File: src/rtl/bg_fetch_pkg.sv
package bg_fetch_pkg;
  typedef enum logic [1:0] {
    FK_NT   = 2'd0,
    FK_ATTR = 2'd1,
    FK_LO   = 2'd2,
    FK_HI   = 2'd3
  } fetch_kind_e;
endpackage

File: src/rtl/bg_fetch_seq.sv
module bg_fetch_seq
  import bg_fetch_pkg::*;
#(
  parameter int DOT_W     = 9,
  parameter int VIS_LAST  = 256,
  parameter int PRE_FIRST = 321,
  parameter int PRE_LAST  = 336,
  parameter int DUMMY_CNT = 2
) (
  input  logic [DOT_W-1:0] dot_i,
  input  logic             go_i,
  output logic             req_o,
  output fetch_kind_e      req_kind_o,
  output logic             cap_o,
  output fetch_kind_e      cap_kind_o,
  output logic             shift_o,
  output logic             pack_o
);
  localparam logic [DOT_W-1:0] VIS_FIRST_D = DOT_W'(1);
  localparam logic [DOT_W-1:0] VIS_LAST_D  = DOT_W'(VIS_LAST);
  localparam logic [DOT_W-1:0] PRE_FIRST_D = DOT_W'(PRE_FIRST);
  localparam logic [DOT_W-1:0] PRE_LAST_D  = DOT_W'(PRE_LAST);

  function automatic logic in_win(input logic [DOT_W-1:0] d);
    return ((d >= VIS_FIRST_D) && (d <= VIS_LAST_D)) ||
           ((d >= PRE_FIRST_D) && (d <= PRE_LAST_D));
  endfunction

  logic [DOT_W-1:0]     nxt;
  logic [DUMMY_CNT-1:0] dmy_hit;
  logic                 req_fetch;

  assign nxt = dot_i + DOT_W'(1);

  // trailing tile-index reads with discarded data
  for (genvar i = 0; i < DUMMY_CNT; i++) begin : g_dmy
    assign dmy_hit[i] = (dot_i == DOT_W'(PRE_LAST + 2 * i));
  end

  always_comb begin
    shift_o    = go_i && in_win(dot_i);
    pack_o     = shift_o && (dot_i[2:0] == 3'd0);
    cap_o      = shift_o && dot_i[0];
    cap_kind_o = fetch_kind_e'(dot_i[2:1]);
    // request one dot ahead of the odd capture dot
    req_fetch  = go_i && in_win(nxt) && nxt[0];
    req_o      = req_fetch || (go_i && (|dmy_hit));
    req_kind_o = req_fetch ? fetch_kind_e'(nxt[2:1]) : FK_NT;
  end
endmodule

File: src/rtl/bg_addr_gen.sv
module bg_addr_gen
  import bg_fetch_pkg::*;
#(
  parameter int V_W    = 15,
  parameter int ADDR_W = 14
) (
  input  fetch_kind_e       kind_i,
  input  logic [V_W-1:0]    vaddr_i,
  input  logic              pat_base_i,
  input  logic [7:0]        tile_i,
  output logic [ADDR_W-1:0] addr_o
);
  logic [2:0] fine_y;
  assign fine_y = vaddr_i[14:12];

  always_comb begin
    unique case (kind_i)
      FK_NT:   addr_o = {2'b10, vaddr_i[11:0]};
      FK_ATTR: addr_o = {2'b10, vaddr_i[11:10], 4'b1111, vaddr_i[9:7], vaddr_i[4:2]};
      FK_LO:   addr_o = {1'b0, pat_base_i, tile_i, 1'b0, fine_y};
      default: addr_o = {1'b0, pat_base_i, tile_i, 1'b1, fine_y};
    endcase
  end
endmodule

File: src/rtl/bg_tile_pack.sv
module bg_tile_pack
  import bg_fetch_pkg::*;
#(
  parameter int TILE_PIX = 8,
  parameter int PIX_W    = 4,
  localparam int WORD_W  = TILE_PIX * PIX_W
) (
  input  logic              clk_i,
  input  logic              rst_ni,
  input  logic              cap_i,
  input  fetch_kind_e       cap_kind_i,
  input  logic [7:0]        data_i,
  input  logic              attr_req_i,
  input  logic              coarse_y1_i,
  input  logic              coarse_x1_i,
  output logic [7:0]        tile_o,
  output logic [WORD_W-1:0] word_o
);
  logic [7:0]          tile_q, lo_q, hi_q;
  logic [1:0]          attr_q, qsel_q, attr_sel;
  logic [TILE_PIX-1:0] lo_bits, hi_bits;

  always_comb begin
    unique case (qsel_q)
      2'b00:   attr_sel = data_i[1:0];
      2'b01:   attr_sel = data_i[3:2];
      2'b10:   attr_sel = data_i[5:4];
      default: attr_sel = data_i[7:6];
    endcase
  end

  always_ff @(posedge clk_i or negedge rst_ni) begin
    if (!rst_ni) begin
      tile_q <= '0;
      lo_q   <= '0;
      hi_q   <= '0;
      attr_q <= '0;
      qsel_q <= '0;
    end else begin
      // quadrant chosen with v as it stood at the attribute request
      if (attr_req_i) qsel_q <= {coarse_y1_i, coarse_x1_i};
      if (cap_i) begin
        unique case (cap_kind_i)
          FK_NT:   tile_q <= data_i;
          FK_ATTR: attr_q <= attr_sel;
          FK_LO:   lo_q   <= data_i;
          default: hi_q   <= data_i;
        endcase
      end
    end
  end

  assign lo_bits = lo_q[TILE_PIX-1:0];
  assign hi_bits = hi_q[TILE_PIX-1:0];

  for (genvar j = 0; j < TILE_PIX; j++) begin : g_nib
    assign word_o[(TILE_PIX-1-j)*PIX_W +: PIX_W] =
      {attr_q, hi_bits[TILE_PIX-1-j], lo_bits[TILE_PIX-1-j]};
  end

  assign tile_o = tile_q;
endmodule

File: src/rtl/bg_shift_out.sv
module bg_shift_out #(
  parameter int TILE_PIX  = 8,
  parameter int PIX_W     = 4,
  parameter int DOT_W     = 9,
  parameter int CLIP_LAST = 8,
  localparam int WORD_W   = TILE_PIX * PIX_W,
  localparam int TW       = 2 * WORD_W,
  localparam int FX_W     = $clog2(TILE_PIX)
) (
  input  logic              clk_i,
  input  logic              rst_ni,
  input  logic              shift_i,
  input  logic              pack_i,
  input  logic [WORD_W-1:0] word_i,
  input  logic [FX_W-1:0]   fine_x_i,
  input  logic [DOT_W-1:0]  dot_i,
  input  logic              show_bg_i,
  input  logic              show_left_i,
  output logic [PIX_W-1:0]  pix_o,
  output logic [TW-1:0]     tile_o
);
  logic [TW-1:0]     tile_q;
  logic [WORD_W-1:0] upper;
  logic [FX_W-1:0]   nib_idx;
  logic [PIX_W-1:0]  raw_pix;
  logic              in_clip;

  always_ff @(posedge clk_i or negedge rst_ni) begin
    if (!rst_ni) tile_q <= '0;
    else if (shift_i)
      tile_q <= (tile_q << PIX_W) | (pack_i ? {{WORD_W{1'b0}}, word_i} : {TW{1'b0}});
  end

  assign upper   = tile_q[TW-1:WORD_W];
  assign nib_idx = FX_W'(TILE_PIX - 1) - fine_x_i;
  assign raw_pix = upper[nib_idx*PIX_W +: PIX_W];
  assign in_clip = (dot_i >= DOT_W'(1)) && (dot_i <= DOT_W'(CLIP_LAST));

  always_comb begin
    if (!show_bg_i || (in_clip && !show_left_i)) pix_o = '0;
    else pix_o = raw_pix;
  end

  assign tile_o = tile_q;
endmodule

File: src/rtl/bg_fetch_pipe.sv
module bg_fetch_pipe
  import bg_fetch_pkg::*;
#(
  parameter int DOT_W     = 9,
  parameter int V_W       = 15,
  parameter int ADDR_W    = 14,
  parameter int TILE_PIX  = 8,
  parameter int PIX_W     = 4,
  parameter int VIS_LAST  = 256,
  parameter int PRE_FIRST = 321,
  parameter int PRE_LAST  = 336,
  parameter int DUMMY_CNT = 2,
  parameter int CLIP_LAST = 8,
  localparam int FX_W     = $clog2(TILE_PIX),
  localparam int WORD_W   = TILE_PIX * PIX_W
) (
  input  logic              clk_i,
  input  logic              rst_ni,
  input  logic [DOT_W-1:0]  dot_i,
  input  logic              line_active_i,
  input  logic              render_en_i,
  input  logic [V_W-1:0]    vaddr_i,
  input  logic [FX_W-1:0]   fine_x_i,
  input  logic              pat_base_i,
  input  logic              show_bg_i,
  input  logic              show_left_i,
  output logic              mem_req_o,
  output logic [ADDR_W-1:0] mem_addr_o,
  input  logic [7:0]        mem_data_i,
  output logic [PIX_W-1:0]  pix_o
);
  fetch_kind_e         req_kind, cap_kind;
  logic                go, cap, shift, pack;
  logic [7:0]          tile_idx;
  logic [WORD_W-1:0]   word;
  logic [2*WORD_W-1:0] tile_w;

  assign go = render_en_i && line_active_i;

  bg_fetch_seq #(
    .DOT_W(DOT_W), .VIS_LAST(VIS_LAST), .PRE_FIRST(PRE_FIRST),
    .PRE_LAST(PRE_LAST), .DUMMY_CNT(DUMMY_CNT)
  ) u_seq (
    .dot_i(dot_i), .go_i(go), .req_o(mem_req_o), .req_kind_o(req_kind),
    .cap_o(cap), .cap_kind_o(cap_kind), .shift_o(shift), .pack_o(pack)
  );

  bg_addr_gen #(.V_W(V_W), .ADDR_W(ADDR_W)) u_addr (
    .kind_i(req_kind), .vaddr_i(vaddr_i), .pat_base_i(pat_base_i),
    .tile_i(tile_idx), .addr_o(mem_addr_o)
  );

  bg_tile_pack #(.TILE_PIX(TILE_PIX), .PIX_W(PIX_W)) u_pack (
    .clk_i(clk_i), .rst_ni(rst_ni), .cap_i(cap), .cap_kind_i(cap_kind),
    .data_i(mem_data_i), .attr_req_i(mem_req_o && (req_kind == FK_ATTR)),
    .coarse_y1_i(vaddr_i[6]), .coarse_x1_i(vaddr_i[1]),
    .tile_o(tile_idx), .word_o(word)
  );

  bg_shift_out #(
    .TILE_PIX(TILE_PIX), .PIX_W(PIX_W), .DOT_W(DOT_W), .CLIP_LAST(CLIP_LAST)
  ) u_shift (
    .clk_i(clk_i), .rst_ni(rst_ni), .shift_i(shift), .pack_i(pack),
    .word_i(word), .fine_x_i(fine_x_i), .dot_i(dot_i),
    .show_bg_i(show_bg_i), .show_left_i(show_left_i),
    .pix_o(pix_o), .tile_o(tile_w)
  );
endmodule

File: config.mk
export PLATFORM = sky130hd
export DESIGN_NAME = bg_fetch_pipe
export DESIGN_NICKNAME = d
export VERILOG_FILES = /design/src/rtl/bg_fetch_pkg.sv /design/src/rtl/bg_fetch_seq.sv /design/src/rtl/bg_addr_gen.sv /design/src/rtl/bg_tile_pack.sv /design/src/rtl/bg_shift_out.sv /design/src/rtl/bg_fetch_pipe.sv
export SDC_FILE = /design/constraint.sdc
export NUM_CORES = 1
export LEC_CHECK = 0
export BUFFER_PORTS_ARGS = -buffer_cell sky130_fd_sc_hd__buf_4
export CORE_MARGIN = 2
export CORE_UTILIZATION = 43
export CTS_CLUSTER_DIAMETER = 50
export DETAILED_ROUTE_END_ITERATION = 8
export GPL_TIMING_DRIVEN = 1
export SYNTH_ARGS = -nofsm -noshare
export SYNTH_HDL_FRONTEND = slang
export SYNTH_SLANG_ARGS = --single-unit
File: constraint.sdc
create_clock -name clk_i -period 2.57 [get_ports clk_i]
set_input_delay 0.514 -clock clk_i [delete_from_list [all_inputs] [get_ports clk_i]]
set_output_delay 0.514 -clock clk_i [all_outputs]
set_load 0.01 [all_outputs]
After elaboration in Yosys (flattened, before gate mapping). Cells that the tools add are included.

Register bits: 92. Bits of input ports: 42. Output and inout port bits: 19. Logic and storage cells: 63.

Add/subtract/negate cells: 2. Magnitude comparators: 9. Equal/unequal tests: 8. Shifts and indexed selects: 1. Mux-type cells: 5. Bitwise logic cells: 2. Reductions and logical operators: 30.

Operator list (count): $or 64x64->64 (1); $pmux 14 s3 (1); $le 9x9->1 const B (4); $mux 32 (1); $shiftx 32x6->4 (1); $eq 9x9->1 const B (2); $ge 9x1->1 const B (2); $ge 9x9->1 const B (2); $logic_and 1x1->1 (14); $add 9x1->9 const B (1); $le 9x4->1 const B (1); $reduce_and 2->1 (4); $eq 2x1->1 const B (3); $eq 2x2->1 const B (3); $logic_not 2->1 (3); $pmux 2 s3 (1); $logic_or 1x1->1 (4); $mux 4 (1); $logic_not 3->1 (1); $reduce_or 3->1 (1); $sub 3x3->3 const A (1); $logic_not 1->1 (2); $mux 2 (1); $reduce_or 2->1 (1); $not 1->1 (1).

Longest topological paths before layout.
Depth after elaboration: 9. Mapped depth: 12. Depth with buffers taken out: 8.

By module. Synthesis repeated with hierarchy kept, for this count alone.

Cells, all modules: 419. Area, all modules: 4734.5 sq um.

Modules (own cells, without submodules): bg_shift_out (times used 1, cells an instance 236, area each 2776.4 sq um, sequential area each 1601.5 sq um); bg_tile_pack (times used 1, cells an instance 76, area each 1216.2 sq um, sequential area each 700.7 sq um); bg_fetch_seq (times used 1, cells an instance 68, area each 508.0 sq um, sequential area each 0.0 sq um); bg_addr_gen (times used 1, cells an instance 37, area each 219.0 sq um, sequential area each 0.0 sq um); bg_fetch_pipe (times used 1, cells an instance 2, area each 15.0 sq um, sequential area each 0.0 sq um).

Worst setup path after synthesis. OpenSTA, ideal clock, no wires.

Path type: in2out. Start point: input dot_i[0]. End point: output mem_addr_o[10]. Data arrival time: 2.365 ns. Required time: 2.056 ns. Setup slack: -0.309 ns. Cell stages on the path: 7. Buffers on the path: 0. Path through: ha_1 nand2_1 mux2_2 o31a_1 o21ai_1 nand3_1 mux2_2.

Cells in the longest elaborated chain, start to end: 9. Elaborated cells on any way between the ends: 15. Those cells by class: add/sub (1); order compare (4); eq/ne (2); mux (2); reduce/logical (6).

RTL lines: from (decl) (RTL line bg_fetch_pipe.sv:19) `input logic [DOT_W-1:0] dot_i,`; $add 9x1->9 (*) (RTL line bg_fetch_seq.sv:33) `assign nxt = dot_i + DOT_W'(1);`; $ge 9x1->1 (tied with other cells) (RTL line bg_fetch_seq.sv:25) `return ((d >= VIS_FIRST_D) && (d <= VIS_LAST_D)) ||`; $logic_and 1x1->1 (on tied branches) (RTL line bg_fetch_seq.sv:25, bg_fetch_seq.sv:26); $logic_or 1x1->1 (RTL line bg_fetch_seq.sv:25); $logic_and 1x1->1 (2 in a row) (RTL line bg_fetch_seq.sv:46) `req_fetch = go_i && in_win(nxt) && nxt[0];`; $mux 2 (*) (RTL line bg_fetch_seq.sv:48) `req_kind_o = req_fetch ? fetch_kind_e'(nxt[2:1]) : FK_NT;`; $eq 2x2->1 (tied with other cells) (RTL line bg_addr_gen.sv:17) `unique case (kind_i)`; $pmux 14 s3 (*) (RTL line bg_addr_gen.sv:17); to (decl) (RTL line bg_fetch_pipe.sv:28) `output logic [ADDR_W-1:0] mem_addr_o,`.

Every way passes the cells marked *; elsewhere a longest branch is shown, timed or not.

Worst setup path in the final report.
Start point: input dot_i[1]. End point: output mem_addr_o[10].

The elaborated chain is that of the path after synthesis.

==> flow_summary_export.csv <==
group,metric,value,unit
critical_path,startpoint,"dot_i[1]",
placement,globalplace.congestion,0.804,
timing,fin_worst_skew,0.0104,ns
timing,drv_slew,0,
routing,ant_nets,0,
status,failed_checks,"setup timing",
critical_path,r2r_slack,1.26,ns
synth,synth.area.top_cells,"dfrtp_1, mux2_2, mux4_2",
critical_path,path_max_fanout,4,
timing,finalCriticalPeriod,2.78,ns
routing,firstDrtPassIters,4,
timing,layout_worst_path_cycle_share,108,%
pwr,vdd_drop_max,0.000331,V
die,rows,36,
critical_path,slowest_delay,0.32,ns
clock_network,clk_latency,0.36,ns
die,io_pins,61,
critical_path,slowest_stage,"mux2_4",
timing,hold_violations,0,
final_layout,postLayoutCoreUtil,58.3,%
routing,drtIter0Drc,122,
hold_path,hold_class,"in2async",
pwr,p_per_area,614,nW/um2
clock_network,clock_path_buffers,2,
critical_path,path_cells,"buf_8 -> ha_4 -> nand2_4 -> mux2_4 -> o31a_1 -> o21ai_4 -> buf_6 -> nand3_4 -> mux2_4 -> buf_6",
critical_path,crit_family,"multiplexers",
routing,viasPerCell,5.10,
routing,route.detailed.drc,0,
clock_network,cts-buffers-inserted,9,
critical_path,timing.rr.start,"u_pack.qsel_q[0]",
flow_run,cap_violations,0,
final_layout,fin_nets,520,
clock_network,clock-sinks,92,
critical_path,reg2reg_depth,2,
synth,yosys_warnings,0,
final_layout,synthToLayoutAreaGrowth,30.4,%
clock_network,cts-htree-levels,3,
grt,grt.total_usage,17.2,%
grt,grt_pass1_wl,15200,um
critical_path,rr_endpoint,"u_pack.attr_q[0]",
synth,seq_area_frac_synth,52.2,%
clock_network,cts_tree,"built",
critical_path,crit_type,"in2out",
critical_path,cp-endpoint,"mem_addr_o[10]",
synth,synth_area,4410,um2
synth,synth_seq_cells,92,
pwr,power.leakage,2.73,nW
clock_network,cts-root-buf,"clkbuf_8",
timing,fmax,359,MHz
critical_path,cp.required,2.06,ns
synth,syn_area_per_cell,11.8,um2
clock_network,clk_pin_slew,0.08,ns
synth,synth_top_area_cell,"dfrtp_1",
synth,synth_cells,374,
grt,grt_max_degree,39,
die,die_x,105,um
synth,synth_cell_type_count,41,
critical_path,end_kind,"output port",
critical_path,start_kind,"input pin",
critical_path,cp.depth,10,
timing,rsz0062_at_grt,"true",
grt,grt_pass1_vias,3043,
timing,worstMarginPinSlew,0.517,ns
routing,wl_per_cell,14.5,um
synth,syn_nets,421,
placement,place_hpwl,6400,um
grt,gr-total-overflow,0,
status,status,"finished, violations left",
routing,drt_wl_total,8850,um
die,core,9860,um2
placement,post-place-ws,-0.304,ns
final_layout,diodes,0,
die,die_h,105,um
routing,via_count,3109,
timing,relSlewSlack,65.2,%
timing,finalSetupViolCount,15,
grt,antenna_found_initial,0,
die,die-area,11100,um2
synth,synth.top_cell.area_share,52.2,%
critical_path,path_buf_inv,3,
timing,setup_slack,-0.214,ns
placement,port_buffers,60,
final_layout,drive_above_1_share,47.2,%
critical_path,cp.arrival,2.27,ns
clock_network,cts_hold_buf,0,
die,initial_core_util,44.7,%
what timing repair did:
item,in CTS,in global routing
cloned,1,0
pin swaps,7,6
setup buffers,3,3
setup endpoints to repair,15,37
resized for setup,16,4
stage by stage:
stage	setup TNS, ns	power [W]	instances	hold slack (ns)	area (um2)
global route	-3.62	0.00374	610	0.139	5750
finish	-2.46	0.00353	610	0.117	5750
floorplan	-0.393	0.00221	374	0.218	4500
global placement	-9.23	0.00245	588	0.461	5390
CTS	-2.83	0.00358	607	0.115	5710
detailed placement	-13.70	0.00247	588	0.470	5390
layer usage:
| layer | wire [um] | up-vias | global-route usage (%) |
|---|---|---|---|
| met4 | 72 | 0 | 4.57 |
| met2 | 4170 | 38 | 26.6 |
| met1 | 4350 | 1524 | 24.6 |
| li1 | - | 1540 | - |
| met5 | 0 | - | 0 |
| met3 | 256 | 7 | 3.77 |
layout by cell type, fill, tap and decap left out, drive strengths merged:
cell type	count
a211oi	2
a21o	2
a21oi	16
a22oi	5
a2bb2oi	4
a31oi	1
and2	2
and3	4
buf	110
bufinv	2
clkbuf	10
clkinv	1
clkinvlp	1
dfrtp	92
ha	5
inv	9
mux2	66
mux2i	5
mux4	10
nand2	41
nand2b	1
nand3	4
nand4	1
nor2	28
nor2b	1
nor3	1
nor4	4
nor4b	1
o211ai	2
o21ai	33
o2bb2ai	5
o311ai	1
o31a	1
or2	1
or2b	1
or3b	1
xor2	3
state kept, by name (all words and copies together), names as in the netlist:
register,count
u_pack.attr_q,2
u_pack.hi_bits,8
u_pack.lo_bits,8
u_pack.qsel_q,2
u_pack.tile_o,8
u_shift.tile_o,64
synthesized netlist by cell type:
master,count
buf_2,4
o21ai_0,32
o31a_1,1
ha_1,5
or2_2,1
clkbuf_2,1
nor4_1,3
nor3_1,1
a21oi_1,16
a211oi_1,2
o211ai_1,2
or3b_2,1
nand4_1,1
a2bb2oi_1,4
buf_4,4
nor4_4,1
or2b_1,1
and2_1,2
clkbuf_1,9
buf_1,3
o311ai_0,1
nand2b_1,1
o21ai_1,1
mux2_2,66
nor2_1,27
o2bb2ai_1,5
xor2_1,3
and3_1,4
a21o_1,2
nor2b_1,1
dfrtp_1,92
nor2_2,1
nand3_1,4
inv_1,8
mux2i_1,5
a31oi_1,1
a22oi_1,5
nor4b_4,1
nand2_1,41
mux4_2,10
buf_6,1
logic make-up (layout without fill, tap and decap cells):
logic type               count (synthesis)  after routing  share of synthesized area, %
AO/OA/AOI/OAI                           72             72                          9.76
XOR/XNOR                                 3              3                         0.596
adder cells (fa/ha/maj)                  5              5                          1.42
buffers and inverters                   30            133                          3.21
flip-flops                              92             92                          52.2
AND/OR/NAND/NOR                         91             91                          9.73
multiplexers                            81             81                          23.1
worst min path at each step:
stage	start	end	depth (start not counted)
after floorplan	rst_ni	u_pack.attr_q[0]	0
after global placement	u_shift.tile_o[28]	u_shift.tile_o[28]	2
after CTS	rst_ni	u_shift.tile_o[59]	1
final	rst_ni	u_shift.tile_o[52]	1
after detailed placement	u_shift.tile_o[27]	u_shift.tile_o[27]	2
after global routing	rst_ni	u_shift.tile_o[52]	1
power breakdown:
part           total [W]  switching [W]  leakage (nW)  internal (W)
logic           0.000644       0.000268          1.39      0.000376
registers        0.00181       0.000133          1.24       0.00168
clock network    0.00108       0.000501         0.109      0.000574
area by class of cell:
type | instances | area, um2
Tap cell | 133 | 166
Timing Repair Buffer | 110 | 915
Inverter | 8 | 30.0
Clock inverter | 5 | 85.1
Clock buffer | 10 | 138
Multi-Input combinational cell | 252 | 2120
Sequential cell | 92 | 2300
Fill cell | 836 | 4110
worst reg2reg max path: cells and delay by family (launching register included):
kind | cells | cell delay (ns)
flip-flops | 1 | 0.41
multiplexers | 2 | 0.80
Power figures use the tool's default switching activity.
